===== src/rtl/mdu8_pkg.sv =====
package mdu8_pkg;
  // Operand width and bits retired per cycle
  parameter int unsigned DATA_W    = 8;
  parameter int unsigned RADIX_W   = 2;
  localparam int unsigned N_STEPS  = DATA_W / RADIX_W;
  localparam int unsigned CNT_W    = (N_STEPS > 1) ? $clog2(N_STEPS) : 1;

  typedef enum logic {
    OP_MUL = 1'b0,
    OP_DIV = 1'b1
  } op_e;
endpackage


===== src/rtl/mdu8_seq.sv =====
module mdu8_seq
  import mdu8_pkg::*;
#(
  parameter int unsigned STEPS = N_STEPS,
  parameter int unsigned CW    = CNT_W
) (
  input  logic clk,
  input  logic rst_n,
  input  logic start_i,
  output logic load_o,
  output logic step_o,
  output logic last_o,
  output logic busy_o,
  output logic done_o
);
  logic          busy_q, busy_d;
  logic          done_q, done_d;
  logic [CW-1:0] cnt_q, cnt_d;
  logic          cnt_en;

  localparam logic [CW-1:0] LAST_CNT = CW'(STEPS - 1);

  always_comb begin
    load_o = start_i && !busy_q;
    step_o = busy_q;
    last_o = busy_q && (cnt_q == LAST_CNT);
    busy_d = busy_q;
    done_d = 1'b0;
    cnt_d  = cnt_q;
    cnt_en = 1'b0;
    if (load_o) begin
      busy_d = 1'b1;
      cnt_d  = '0;
      cnt_en = 1'b1;
    end else if (busy_q) begin
      cnt_d  = cnt_q + 1'b1;
      cnt_en = 1'b1;
      if (last_o) begin
        busy_d = 1'b0;
        done_d = 1'b1;
      end
    end
  end

  always_ff @(posedge clk or negedge rst_n) begin
    if (!rst_n) begin
      busy_q <= 1'b0;
      done_q <= 1'b0;
      cnt_q  <= '0;
    end else begin
      busy_q <= busy_d;
      done_q <= done_d;
      if (cnt_en) cnt_q <= cnt_d;
    end
  end

  assign busy_o = busy_q;
  assign done_o = done_q;

  AST_CNT_ZERO_AT_ACCEPT: assert property (@(posedge clk) disable iff (!rst_n)
    load_o |=> (cnt_q == '0) && busy_q);
  AST_DONE_AFTER_LAST: assert property (@(posedge clk) disable iff (!rst_n)
    last_o |=> done_q && !busy_q);
endmodule


===== src/rtl/mdu8_mul_stage.sv =====
module mdu8_mul_stage
  import mdu8_pkg::*;
#(
  parameter int unsigned W = DATA_W,
  parameter int unsigned K = RADIX_W
) (
  input  logic [W-1:0] hi_i,
  input  logic [W-1:0] lo_i,
  input  logic [W-1:0] mcand_i,
  output logic [W-1:0] hi_o,
  output logic [W-1:0] lo_o
);
  // hi holds the running upper partial product; lo's low K bits are the next
  // multiplier digit, and the vacated top of lo collects retired product bits.
  logic [W+K-1:0] digit_prod;
  logic [W+K-1:0] sum;

  always_comb begin
    digit_prod = {{W{1'b0}}, lo_i[K-1:0]} * {{K{1'b0}}, mcand_i};
    sum        = {{K{1'b0}}, hi_i} + digit_prod;
    hi_o       = sum[W+K-1:K];
    lo_o       = {sum[K-1:0], lo_i[W-1:K]};
  end
endmodule


===== src/rtl/mdu8_div_stage.sv =====
module mdu8_div_stage
  import mdu8_pkg::*;
#(
  parameter int unsigned W = DATA_W,
  parameter int unsigned K = RADIX_W
) (
  input  logic [W-1:0] rem_i,
  input  logic [W-1:0] quo_i,
  input  logic [W-1:0] dvsr_i,
  output logic [W-1:0] rem_o,
  output logic [W-1:0] quo_o
);
  // Chain of K restoring iterations; quo shifts the dividend out at the top
  // and the quotient bits in at the bottom.
  logic [W-1:0] rem_c [K+1];
  logic [W-1:0] quo_c [K+1];

  assign rem_c[0] = rem_i;
  assign quo_c[0] = quo_i;

  for (genvar g = 0; g < K; g++) begin : g_iter
    logic [W:0] trial;
    logic [W:0] diff;
    logic       fits;
    always_comb begin
      trial = {rem_c[g], quo_c[g][W-1]};
      diff  = trial - {1'b0, dvsr_i};
      fits  = (trial >= {1'b0, dvsr_i});
    end
    assign rem_c[g+1] = fits ? diff[W-1:0] : trial[W-1:0];
    assign quo_c[g+1] = {quo_c[g][W-2:0], fits};
  end

  assign rem_o = rem_c[K];
  assign quo_o = quo_c[K];
endmodule


===== src/rtl/mdu8_top.sv =====
module mdu8_top
  import mdu8_pkg::*;
#(
  parameter int unsigned W = DATA_W,
  parameter int unsigned K = RADIX_W
) (
  input  logic         clk,
  input  logic         rst_n,
  input  logic         start_i,
  input  logic         div_sel_i,
  input  logic [W-1:0] a_i,
  input  logic [W-1:0] b_i,
  output logic         busy_o,
  output logic         done_o,
  output logic [W-1:0] a_o,
  output logic [W-1:0] b_o,
  output logic         cy_o,
  output logic         ov_o
);
  localparam int unsigned STEPS = W / K;
  localparam int unsigned CW    = (STEPS > 1) ? $clog2(STEPS) : 1;

  logic load, step, last;

  // Shared datapath registers
  op_e          op_q, op_d;
  logic         dz_q, dz_d;
  logic [W-1:0] hi_q, hi_d, lo_q, lo_d, opd_q, opd_d;
  logic         dp_en;
  // Result registers
  logic [W-1:0] ra_q, ra_d, rb_q, rb_d;
  logic         cy_q, cy_d, ov_q, ov_d;
  logic         res_en;

  logic [W-1:0] mul_hi, mul_lo, div_rem, div_quo;

  mdu8_seq #(.STEPS(STEPS), .CW(CW)) seq_i (
    .clk(clk), .rst_n(rst_n), .start_i(start_i),
    .load_o(load), .step_o(step), .last_o(last),
    .busy_o(busy_o), .done_o(done_o)
  );

  mdu8_mul_stage #(.W(W), .K(K)) mul_i (
    .hi_i(hi_q), .lo_i(lo_q), .mcand_i(opd_q),
    .hi_o(mul_hi), .lo_o(mul_lo)
  );

  mdu8_div_stage #(.W(W), .K(K)) div_i (
    .rem_i(hi_q), .quo_i(lo_q), .dvsr_i(opd_q),
    .rem_o(div_rem), .quo_o(div_quo)
  );

  always_comb begin
    op_d  = op_q;
    dz_d  = dz_q;
    hi_d  = hi_q;
    lo_d  = lo_q;
    opd_d = opd_q;
    dp_en = 1'b0;
    if (load) begin
      dp_en = 1'b1;
      hi_d  = '0;
      if (div_sel_i) begin
        op_d  = OP_DIV;
        dz_d  = (b_i == '0);
        lo_d  = a_i;
        opd_d = b_i;
      end else begin
        op_d  = OP_MUL;
        dz_d  = 1'b0;
        lo_d  = b_i;
        opd_d = a_i;
      end
    end else if (step && !dz_q) begin
      dp_en = 1'b1;
      if (op_q == OP_DIV) begin
        hi_d = div_rem;
        lo_d = div_quo;
      end else begin
        hi_d = mul_hi;
        lo_d = mul_lo;
      end
    end
  end

  always_comb begin
    res_en = last;
    ra_d   = ra_q;
    rb_d   = rb_q;
    cy_d   = 1'b0;
    ov_d   = ov_q;
    if (dz_q) begin
      ra_d = lo_q;
      rb_d = opd_q;
      ov_d = 1'b1;
    end else if (op_q == OP_DIV) begin
      ra_d = div_quo;
      rb_d = div_rem;
      ov_d = 1'b0;
    end else begin
      ra_d = mul_lo;
      rb_d = mul_hi;
      ov_d = (mul_hi != '0);
    end
  end

  always_ff @(posedge clk or negedge rst_n) begin
    if (!rst_n) begin
      op_q  <= OP_MUL;
      dz_q  <= 1'b0;
      hi_q  <= '0;
      lo_q  <= '0;
      opd_q <= '0;
    end else if (dp_en) begin
      op_q  <= op_d;
      dz_q  <= dz_d;
      hi_q  <= hi_d;
      lo_q  <= lo_d;
      opd_q <= opd_d;
    end
  end

  always_ff @(posedge clk or negedge rst_n) begin
    if (!rst_n) begin
      ra_q <= '0;
      rb_q <= '0;
      cy_q <= 1'b0;
      ov_q <= 1'b0;
    end else if (res_en) begin
      ra_q <= ra_d;
      rb_q <= rb_d;
      cy_q <= cy_d;
      ov_q <= ov_d;
    end
  end

  assign a_o  = ra_q;
  assign b_o  = rb_q;
  assign cy_o = cy_q;
  assign ov_o = ov_q;

  AST_DONE_SINGLE: assert property (@(posedge clk) disable iff (!rst_n)
    done_o |=> !done_o);
  AST_DONE_NOT_BUSY: assert property (@(posedge clk) disable iff (!rst_n)
    busy_o |-> !done_o);
  AST_ACCEPT_BUSY: assert property (@(posedge clk) disable iff (!rst_n)
    (start_i && !busy_o) |=> busy_o);
  AST_IGNORE_START: assert property (@(posedge clk) disable iff (!rst_n)
    (start_i && busy_o) |=> $stable(opd_q) && $stable(op_q));
  AST_DIVZERO_FLAG: assert property (@(posedge clk) disable iff (!rst_n)
    (done_o && dz_q) |-> ov_o && (b_o == '0));
  AST_RESULT_HOLD: assert property (@(posedge clk) disable iff (!rst_n)
    !done_o |-> $stable(a_o) && $stable(b_o) && $stable(ov_o));
endmodule


===== config.mk =====
export PLATFORM = sky130hd
export DESIGN_NAME = mdu8_top
export DESIGN_NICKNAME = d
export VERILOG_FILES = /design/src/rtl/mdu8_pkg.sv /design/src/rtl/mdu8_seq.sv /design/src/rtl/mdu8_mul_stage.sv /design/src/rtl/mdu8_div_stage.sv /design/src/rtl/mdu8_top.sv
export SDC_FILE = /design/constraint.sdc
export NUM_CORES = 1
export LEC_CHECK = 0
export BUFFER_PORTS_ARGS = -buffer_cell sky130_fd_sc_hd__buf_4
export CAP_MARGIN = 25
export CORE_AREA = 4 4 90 92
export CTS_CLUSTER_SIZE = 20
export DETAILED_ROUTE_END_ITERATION = 16
export DIE_AREA = 0 0 94 96
export MAX_ROUTING_LAYER = met4
export PLACE_DENSITY = 0.77
export SYNTH_ARGS = -nofsm -noshare
export SYNTH_HDL_FRONTEND = slang
export SYNTH_SLANG_ARGS = --single-unit

===== constraint.sdc =====
create_clock -name clk -period 3.72 [get_ports clk]
set_clock_uncertainty 0.05 [all_clocks]
set_input_delay 0.744 -clock clk [delete_from_list [all_inputs] [get_ports clk]]
set_output_delay 0.744 -clock clk [all_outputs]
set_load 0.005 [all_outputs]

==> metrics.md, run 1 <==
| Metric | Value |
|---|---|
| R2R cell count | `20` |
| CP cell instances | `inv_2 > ha_4 > buf_6 > a211o_1 > nand3_2 > o211ai_4 > buf_6 > buf_6 > o21ai_4 > inv_2 > ha_4 > and3_1 > nand3_2 > a31oi_1 > o21a_1 > a21oi_4 > buf_6 > o211a_1 > or3_1 > a21oi_2` |
| Starting DRC count in detailed routing | `403` |
| Avg Vias per Cell | `6.01` |
| CTS Buf Count | `5` |
| Ys async rst share | `1.00` |
| Core Region | `7210 um2` |
| Worst hold slack | `0.400 ns` |
| Initial DRT Pass Iterations | `6` |
| Area contributors post-synth | `dfrtp_1 31%, ha_1 8.5%, mux2i_1 6.5%, nand2_1 5.9%, fa_1 5.2%` |
| Root Driver | `clkbuf_8` |
| Vias in the first global route | `4013` |
| Die area | `9020 um2` |
| Synth Flop Type | `dfrtp_1` |
| # rows | `31` |
| Hold buffers post-CTS | `0` |
| DRC | `0` |
| Pin count of the biggest net entering global routing | `48` |
| Critical path launch point type | `register` |
| Synth Warn # | `0` |
| EDFF count, synth | `0` |
| Crit path DAT | `4.07 ns` |
| Max Clk Rate | `258 MHz` |
| Final layout net count | `625` |
| RSZ-0062 raised after global routing | `true` |
| Min Tclk post-route | `3.88 ns` |
| Synth Register Bits | `47` |
| Top post-synthesis cells by count | `60 x nand2_1, 47 x dfrtp_1, 41 x inv_1` |
| Synth area leader | `dfrtp_1` |
| Final hold violations | `0` |
| Final Max Slew Viols | `0` |
| Num ports | `40` |
| WL final | `12.7 mm` |
| Syn_nets | `505` |
| Critical path class | `register to register` |
| Overall die height | `96 um` |
| Global route overflow | `0` |
| H-tree depth | `2` |
| Setup TNS | `-1.14 ns` |
| CTS clock-pin slew for the worst setup and hold paths | `0.09 ns` |
| Fillers | `504` |
| Total vias in the final route | `4017` |
| Max-Cap Viols | `0` |
| Max-slew headroom | `0.578` |
| Worst Tran Pin Value | `0.632 ns` |
| CTS tree | `built` |
| DP HPWL | `8.54 mm` |
| Seq/Total Area, Yosys | `0.307` |
| Routed Antenna Nets | `0` |
| Setup slack after layout | `-0.159 ns` |
| Clk buf depth | `2` |
| Clk Latency, worst-skew pair | `0.31 ns` |
| Avg Cell Area, Syn | `8.52 um2` |
| CP endpoint kind | `register` |
| Final setup fails | `15` |
| Synth-to-Final Area Change | `40.8%` |
| Placer Congestion | `0.899` |
| Share of layout cells above drive strength 1 | `0.360` |
| Most numerous cell in the Yosys netlist | `nand2_1` |
| Antenna diodes | `0` |
| IO Port Bufs | `38` |
| Synthesized instance count | `449` |
| Synth top area share | `0.307` |
| Max FO, Critical Path | `7` |
| Clock Sink Count | `47` |
| Post-DR wirelength/cell | `19.0 um` |
| Starting Density | `0.530` |
| Failing checks | `setup timing` |
| R2R Setup Slk | `-0.16 ns` |
| Worst hold path type | `input port to asynchronous set/reset pin` |
| Most Frequent Cell on Critical Path | `buf_6` |
| Critical Path Max Stage Delay | `0.41 ns` |
| CP Data Required Time | `3.91 ns` |
| Initial antenna violation count | `0` |
| First-pass GRT wire length | `19.3 mm` |
| Crit path max-delay cell type | `dfrtp_1` |
| Worst r2r src | `opd_q[4]` |
| GRT Util Overall | `0.284` |
| Die W | `94 um` |
| Worst R2R End | `b_o[0]` |
| Post-synth cell types | `59` |
| Mapped cell area | `3830 um2` |
| Status | `finished, violations left` |
| Ratio of final minimum period to clock period | `1.04` |
stage by stage:
stage	util	cells	worst slack, ns	area, um2
after floorplan	-	449	0.0000575	3920
after global placement	0.652	628	-0.0689	4710
after detailed placement	0.652	628	-0.213	4710
after CTS	0.713	659	-0.0197	5140
after global routing	0.747	668	-0.262	5390
final	0.747	668	-0.159	5390
final cells by class:
cell class | count | area, um2 | share of cell area
Timing Repair Buffer | 135 | 1050 | 0.194
Inverter | 41 | 154 | 0.0286
Clock buffer | 5 | 68.8 | 0.0128
Sequential cell | 47 | 1180 | 0.218
Clock inverter | 2 | 37.5 | 0.00697
Multi-Input combinational cell | 339 | 2780 | 0.516
Tap cell | 99 | 124 | 0.0230
sequential cells by signal, summed over array words and instances, names as in the netlist:
register      count
hi_q              8
op_q              1
b_o               8
seq_i.cnt_q       2
ov_o              1
a_o               8
lo_q              8
seq_i.done_o      1
seq_i.busy_o      1
dz_q              1
opd_q             8
timing repair:
action,in CTS,in global routing
endpoints found under the setup margin,15,18
pin swaps,18,24
gates resized for setup,32,35
buffers inserted,24,12
cell usage in the layout, fill, tap and decap left out, types with 6 or more instances in the layout:
cell type    n
inv_1       35
buf_4      126
nor2_1      27
mux2i_1     21
fa_1         9
o221ai_1     8
xnor2_1      6
ha_4         9
o21ai_0     22
a31oi_1      7
ha_1        17
nand2_1     57
dfrtp_1     47
a21o_1       9
inv_2        6
o21a_1       7
a21oi_1     26
o21ai_1      6
buf_6        9
nor2b_1      6
per-layer routing:
layer / wire length [um] / global-route usage
met2: 6340 / 0.474
met5: 0 / -
met1: 4980 / 0.352
met4: 437 / 0.107
met3: 907 / 0.0399
critical path, delay by kind of cell (launching register included):
| kind | cells | cell delay (ns) |
|---|---|---|
| adders and majority gates | 2 | 0.49 |
| buffers and inverters | 6 | 0.72 |
| and+or+nand+nor | 4 | 0.72 |
| AOI/OAI and AO/OA | 8 | 1.42 |
| DFF | 1 | 0.41 |
kinds of logic (layout without fill, tap and decap cells):
logic type      Yosys count  after routing  share of synthesized area
other cells               1              1                   0.000980
xor+xnor                 11             11                     0.0252
buf+inv                  63            183                     0.0651
fa+ha+maj                36             36                      0.137
flops                    47             47                      0.307
mux                      29             29                     0.0772
compound gates          130            130                      0.226
simple gates            132            132                      0.161
how the worst max path moves through the flow:
stage | depth (start not counted) | to | start | slack [ns]
after detailed placement | 18 | hi_q[4] | opd_q[4] | -0.21
after global routing | 20 | b_o[0] | opd_q[4] | -0.26
after CTS | 20 | b_o[0] | opd_q[4] | -0.02
after floorplan | 19 | b_o[5] | opd_q[7] | 0.00006
final | 20 | b_o[0] | opd_q[4] | -0.16
after global placement | 16 | hi_q[4] | opd_q[7] | -0.07
Power of run 1 is left out: the tool's default activity adds up to more than one toggle a clock period on the data nets, which glitch-free logic cannot reach.
==> run 2: changes to the inputs <==
--- a/config.mk
+++ b/config.mk
@@ -7,10 +7,10 @@
 export LEC_CHECK = 0
 export BUFFER_PORTS_ARGS = -buffer_cell sky130_fd_sc_hd__buf_4
 export CAP_MARGIN = 25
-export CORE_AREA = 4 4 90 92
+export CORE_AREA = 2 2 88 90
 export CTS_CLUSTER_SIZE = 20
 export DETAILED_ROUTE_END_ITERATION = 16
-export DIE_AREA = 0 0 94 96
+export DIE_AREA = 0 0 90 92
 export MAX_ROUTING_LAYER = met4
 export PLACE_DENSITY = 0.77
 export SYNTH_ARGS = -nofsm -noshare
==> run 2 against run 1 <==
Worst setup slack better by 0.062 ns. Utilization is 8.0 points lower. The flow still finishes with violations (setup timing). Worst hold slack worse by 0.011 ns. Die area is 8.2% lower. First-iteration DRC count is 15% lower. Clock-buffer cell count stayed put. Register-to-register slack better by 0.06 ns. Critical path depth is 5 lower.
==> metrics.md, run 2 (synthesized netlist as in run 1, its figures left out) <==
| Metric | Value |
|---|---|
| Status | `finished, violations left` |
| Failing checks | `setup timing` |
| CTS Buf Count | `5 (unchanged)` |
| Post-DR wirelength/cell | `17.8 um (-6.1%)` |
| Fillers | `602 (+19%)` |
| Synth-to-Final Area Change | `29.8%` |
| Crit path DAT | `4.00 ns (-0.07 ns)` |
| Overall die height | `92 um (-4.2%)` |
| Worst hold path type | `input port to asynchronous set/reset pin` |
| Max-Cap Viols | `0 (unchanged)` |
| Clock Sink Count | `47 (unchanged)` |
| WP buf/inv | `1 (-5)` |
| Setup TNS | `-0.285 ns (+0.857 ns)` |
| Num ports | `40 (unchanged)` |
| IO Port Bufs | `38 (unchanged)` |
| Pin count of the biggest net entering global routing | `48 (unchanged)` |
| Routed Antenna Nets | `0 (unchanged)` |
| Vias in the first global route | `3596 (-10%)` |
| Crit path to | `b_o[0]` |
| DRC | `0 (unchanged)` |
| Ratio of final minimum period to clock period | `1.03 (-0.0166)` |
| Crit path max-delay cell type | `dfrtp_2` |
| R2R cell count | `15 (-25%)` |
| GRT Util Overall | `0.275 (-0.00899)` |
| Starting Density | `0.514 (-0.0166)` |
| Worst R2R End | `b_o[0]` |
| # rows | `32 (+3.2%)` |
| DP HPWL | `7.98 mm (-6.5%)` |
| Most common cell after layout, fill and taps aside | `buf_4` |
| Global route overflow | `0 (unchanged)` |
| Critical path's top delay family | `compound AO/OA/AOI/OAI gates` |
| First-pass GRT wire length | `17.6 mm (-8.6%)` |
| CP Data Required Time | `3.90 ns (about the same)` |
| Min Tclk post-route | `3.82 ns (-0.0617 ns)` |
| CTS tree | `built` |
| Antenna diodes | `0 (unchanged)` |
| Clk buf depth | `2 (unchanged)` |
| WL final | `11.3 mm (-11%)` |
| Starting DRC count in detailed routing | `343 (-15%)` |
| H-tree depth | `2 (unchanged)` |
| CTS clock-pin slew for the worst setup and hold paths | `0.09 ns (about the same)` |
| Final Max Slew Viols | `0 (unchanged)` |
| CP endpoint kind | `register` |
| Clk Latency, worst-skew pair | `0.30 ns (about the same)` |
| Critical path launch point type | `register` |
| Die W | `90 um (-4.3%)` |
| Final setup fails | `4 (-11)` |
| RSZ-0062 raised after global routing | `true` |
| Critical path class | `register to register` |
| Initial antenna violation count | `0 (unchanged)` |
| Core Region | `7450 um2 (+3.2%)` |
| Worst Tran Pin Value | `1.06 ns (+0.426 ns)` |
| Worst r2r src | `hi_q[3]` |
| Share of layout cells above drive strength 1 | `0.304 (-0.0563)` |
| Max Clk Rate | `262 MHz (+1.6%)` |
| Root Driver | `clkbuf_8` |
| CP cell instances | `ha_4 > nand2_2 > or3_4 > o211ai_4 > mux2_4 > ha_4 > and3_4 > nand3_2 > a31oi_1 > o21a_1 > a21oi_4 > buf_6 > o211a_1 > or3_4 > a21oi_2` |
| Final hold violations | `0 (unchanged)` |
| Setup slack after layout | `-0.0972 ns (+0.0617 ns)` |
| Total vias in the final route | `3770 (-6.1%)` |
| CP startpoint | `hi_q[3]` |
| Most frequent cells in the layout | `95 x buf_4, 59 x nand2_1, 46 x dfrtp_1, 33 x inv_1, 27 x nor2_1` |
| Max FO, Critical Path | `6 (-1)` |
| Initial DRT Pass Iterations | `5 (-1)` |
| Max-slew headroom | `0.294 (-0.284)` |
| Critical Path Max Stage Delay | `0.44 ns (+0.03 ns)` |
| Placer Congestion | `0.939 (+4.4%)` |
| Final layout net count | `588 (-5.9%)` |
| R2R Setup Slk | `-0.1 ns (+0.06 ns)` |
| Avg Vias per Cell | `5.94 (-1.3%)` |
| Crit path depth | `15 (-25%)` |
| Die area | `8280 um2 (-8.2%)` |
[run 2: layer usage]
layer / vias up / GRT usage / part of all wire
met5: - / - / 0
met4: 0 / 0.0923 / 0.039
met3: 53 / 0.0238 / 0.067
met2: 208 / 0.453 / 0.48
met1: 1768 / 0.361 / 0.42
li1: 1741 / - / -
[run 2: layout make-up]
class	count	area, um2	share of cell area
Sequential cell	47	1180	0.237
Clock inverter	3	43.8	0.00882
Clock buffer	5	68.8	0.0139
Timing Repair Buffer	98	747	0.150
Inverter	41	154	0.0310
Tap cell	102	128	0.0257
Multi-Input combinational cell	339	2650	0.533
[run 2: worst min-delay path by stage]
| stage | cells past startpoint | to | from | slack (ns) |
|---|---|---|---|---|
| 2_1_floorplan | 0 | a_o[0] | rst_n | 0.40 |
| 3_3_place_gp | 2 | a_o[7] | a_o[7] | 0.42 |
| 3_5_place_dp | 2 | a_o[7] | a_o[7] | 0.42 |
| 4_1_cts | 1 | a_o[1] | rst_n | 0.41 |
| 5_1_grt | 1 | a_o[5] | rst_n | 0.44 |
| 6_report | 1 | a_o[7] | rst_n | 0.39 |
[run 2: per-stage QoR]
step	util	setup slack, ns	cell area (um2)	hold slack, ns	std cells
CTS	0.639	-0.0170	4760	0.412	624
global route	0.667	-0.249	4970	0.441	635
floorplan	-	0.0000575	3920	0.398	449
finish	0.667	-0.0972	4970	0.389	635
global placement	0.612	-0.0204	4560	0.419	611
detailed placement	0.612	-0.119	4560	0.424	611
[run 2: what timing repair did]
action / 4_1_cts / 5_1_grt
endpoints found under the setup margin: 13 / 19
buffers inserted: 5 / 11
pin swaps: 7 / 21
hold buffers: 0 / 0
gates resized for setup: 13 / 31
Power of run 2 is left out for the same reason.
==> run 3: changes to the inputs <==
--- a/config.mk
+++ b/config.mk
@@ -7,12 +7,12 @@
 export LEC_CHECK = 0
 export BUFFER_PORTS_ARGS = -buffer_cell sky130_fd_sc_hd__buf_4
 export CAP_MARGIN = 25
-export CORE_AREA = 2 2 88 90
+export CORE_AREA = 2 2 111 70
 export CTS_CLUSTER_SIZE = 20
 export DETAILED_ROUTE_END_ITERATION = 16
-export DIE_AREA = 0 0 90 92
+export DIE_AREA = 0 0 113 72
 export MAX_ROUTING_LAYER = met4
-export PLACE_DENSITY = 0.77
+export PLACE_DENSITY = 0.76
 export SYNTH_ARGS = -nofsm -noshare
 export SYNTH_HDL_FRONTEND = slang
 export SYNTH_SLANG_ARGS = --single-unit
==> constraint.sdc (replaced) <==
create_clock -name clk -period 4.5 [get_ports clk]
set_clock_uncertainty 0.05 [all_clocks]
set_input_delay 0.9 -clock clk [delete_from_list [all_inputs] [get_ports clk]]
set_output_delay 0.9 -clock clk [all_outputs]
set_load 0.005 [all_outputs]
==> run 3 against run 2 <==
The run ends with DRC left. Global-route usage up 1.8 points. Utilization down 4.6 points. Register-to-register slack better by 0.37 ns.
==> metrics.md, run 3 (synthesized netlist as in run 1, its figures left out) <==
| Metric | Value |
|---|---|
| Status | `finished, violations left` |
| Failing checks | `DRC` |
| Fillers | `622 (+3.3%)` |
| Cells on Worst Hold Path | `2` |
| Register cell area after layout | `1180 um2 (-0.11%)` |
| CTS resizes | `0 (-13)` |
| Initial DRT Pass Iterations | `11 (+6)` |
| Max FO, Critical Path | `12 (+6)` |
| Clk Latency, worst-skew pair | `0.29 ns (about the same)` |
| Critical path class | `register to register` |
| Crit path DAT | `4.36 ns (+0.36 ns)` |
| Starting DRC count in detailed routing | `479 (+40%)` |
| Critical path's top delay family | `compound AO/OA/AOI/OAI gates` |
| First-pass GRT wire length | `18.2 mm (+2.9%)` |
| Routed Antenna Nets | `0 (unchanged)` |
| Max Clk Rate | `237 MHz (-9.7%)` |
| Crit path max-delay cell type | `dfrtp_1` |
| Global route overflow | `0 (unchanged)` |
| Final Max Slew Viols | `0 (unchanged)` |
| Area occupied by multi-input gates | `2420 um2 (-8.8%)` |
| Worst hold path type | `register to register` |
| R2R Setup Slk | `0.27 ns (+0.37 ns)` |
| CP endpoint kind | `register` |
| WP buf/inv | `3 (+2)` |
| WL final | `11.1 mm (-1.8%)` |
| Die area | `8140 um2 (-1.7%)` |
| CTS clock-pin slew for the worst setup and hold paths | `0.07 ns (-0.02 ns)` |
| Min Tclk post-route | `4.23 ns (+0.411 ns)` |
| CTS Buf Count | `5 (unchanged)` |
| Max-Cap Viols | `0 (unchanged)` |
| Final hold violations | `0 (unchanged)` |
| Clk buf depth | `2 (unchanged)` |
| RSZ-0062 raised after global routing | `false` |
| Worst Tran Pin Value | `0.901 ns (-0.157 ns)` |
| Ratio of final minimum period to clock period | `0.940 (-0.0865)` |
| Antenna diodes | `0 (unchanged)` |
| Initial antenna violation count | `0 (unchanged)` |
| # rows | `24 (-25%)` |
| Overall die height | `72 um (-22%)` |
| Vias in the first global route | `3473 (-3.4%)` |
| Num ports | `40 (unchanged)` |
| Core Region | `7090 um2 (-4.8%)` |
| Final setup fails | `0 (-4)` |
| CTS tree | `built` |
| DRC | `2 (+2)` |
| Worst R2R End | `b_o[5]` |
| Setup TNS | `0 ns (+0.285 ns)` |
| Post-DR wirelength/cell | `19.4 um (+9.0%)` |
| Hold Path Origin | `a_o[2]` |
| Share of layout cells above drive strength 1 | `0.148 (-0.156)` |
| Most frequent cells in the layout | `60 x nand2_1, 47 x dfrtp_1, 46 x buf_4, 41 x inv_1, 30 x a21oi_1` |
| Hold EP | `a_o[2]` |
| Total vias in the final route | `3548 (-5.9%)` |
| CP cell instances | `inv_1 > ha_2 > nand2_1 > or3_4 > o211ai_4 > nand2_1 > o21ai_0 > inv_1 > ha_1 > nor2b_1 > o2111ai_1 > a31oi_1 > o21a_1 > a21oi_2 > buf_4 > mux2i_2 > a221oi_2 > mux2_2` |
| R2R cell count | `18 (+3)` |
| DP HPWL | `8.33 mm (+4.3%)` |
| Starting Density | `0.540 (+0.0261)` |
| IO Port Bufs | `38 (unchanged)` |
| Hold buffers post-CTS | `0 (unchanged)` |
| Avg Vias per Cell | `6.20 (+4.5%)` |
| H-tree depth | `2 (unchanged)` |
| Root Driver | `clkbuf_16` |
| Final layout net count | `536 (-8.8%)` |
| Die W | `113 um (+26%)` |
| Worst r2r src | `opd_q[5]` |
| Placer Congestion | `0.967 (+3.0%)` |
| Clock Sink Count | `47 (unchanged)` |
| Max-slew headroom | `0.399 (+0.105)` |
| GRT Util Overall | `0.293 (+0.0183)` |
| CP Data Required Time | `4.63 ns (+0.73 ns)` |
| Pin count of the biggest net entering global routing | `48 (unchanged)` |
| Critical Path Max Stage Delay | `0.43 ns (about the same)` |
| Critical path launch point type | `register` |
| Postcts setup bufs | `0 (-5)` |
| Most common cell after layout, fill and taps aside | `nand2_1` |
| Synth-to-Final Area Change | `14.9%` |
## run 3: changes by cell type in the layout (fill, tap and decap cells not counted), sizes merged
cell / before / now
clkinv: 2 / 0
buf: 98 / 46
clkinvlp: 0 / 1
bufinv: 1 / 2
## run 3: through the flow
step / instances / hold WS, ns / area (um2) / util / worst slack (ns)
after floorplan: 449 / 0.403 / 3830 / - / 0.578
after global placement: 564 / 0.415 / 4190 / 0.591 / 0.423
after global routing: 572 / 0.460 / 4400 / 0.621 / 0.0194
after CTS: 572 / 0.438 / 4380 / 0.618 / 0.206
after detailed placement: 564 / 0.423 / 4190 / 0.591 / 0.239
final: 572 / 0.432 / 4400 / 0.621 / 0.272
## run 3: metal layers
layer | vias up | wire, um | share of wire | GRT usage
met4 | 0 | 208 | 0.019 | 0.0827
met2 | 184 | 4620 | 0.42 | 0.407
met1 | 1697 | 5150 | 0.46 | 0.429
met5 | - | 0 | 0 | -
li1 | 1644 | - | - | -
met3 | 23 | 1120 | 0.10 | 0.0677
## run 3: worst register-to-register path: cells and delay by family (launching register included)
family	cells	cell delay [ns]
buf+inv	3	0.47
mux	2	0.57
simple gates	4	0.71
fa+ha+maj	2	0.70
compound gates	7	1.20
flops	1	0.43
## run 3: worst max-delay path by stage
stage	from	to	slack, ns	depth (start not counted)
after global placement	opd_q[5]	b_o[5]	0.42	18
after detailed placement	opd_q[5]	b_o[5]	0.24	18
after CTS	opd_q[5]	b_o[5]	0.21	18
after global routing	opd_q[5]	b_o[5]	0.02	18
final	opd_q[5]	b_o[5]	0.27	18
after floorplan	opd_q[4]	b_o[5]	0.58	19
## run 3: area by class of cell
type | count | share of cell area
multi-input cells | 339 | 0.549
flip-flops and latches | 47 | 0.267
repair buffers | 46 | 0.0785
inverters | 41 | 0.0350
clock buffers | 5 | 0.0284
well taps | 91 | 0.0259
clock inverters | 3 | 0.0154
Power of run 3 is left out for the same reason.
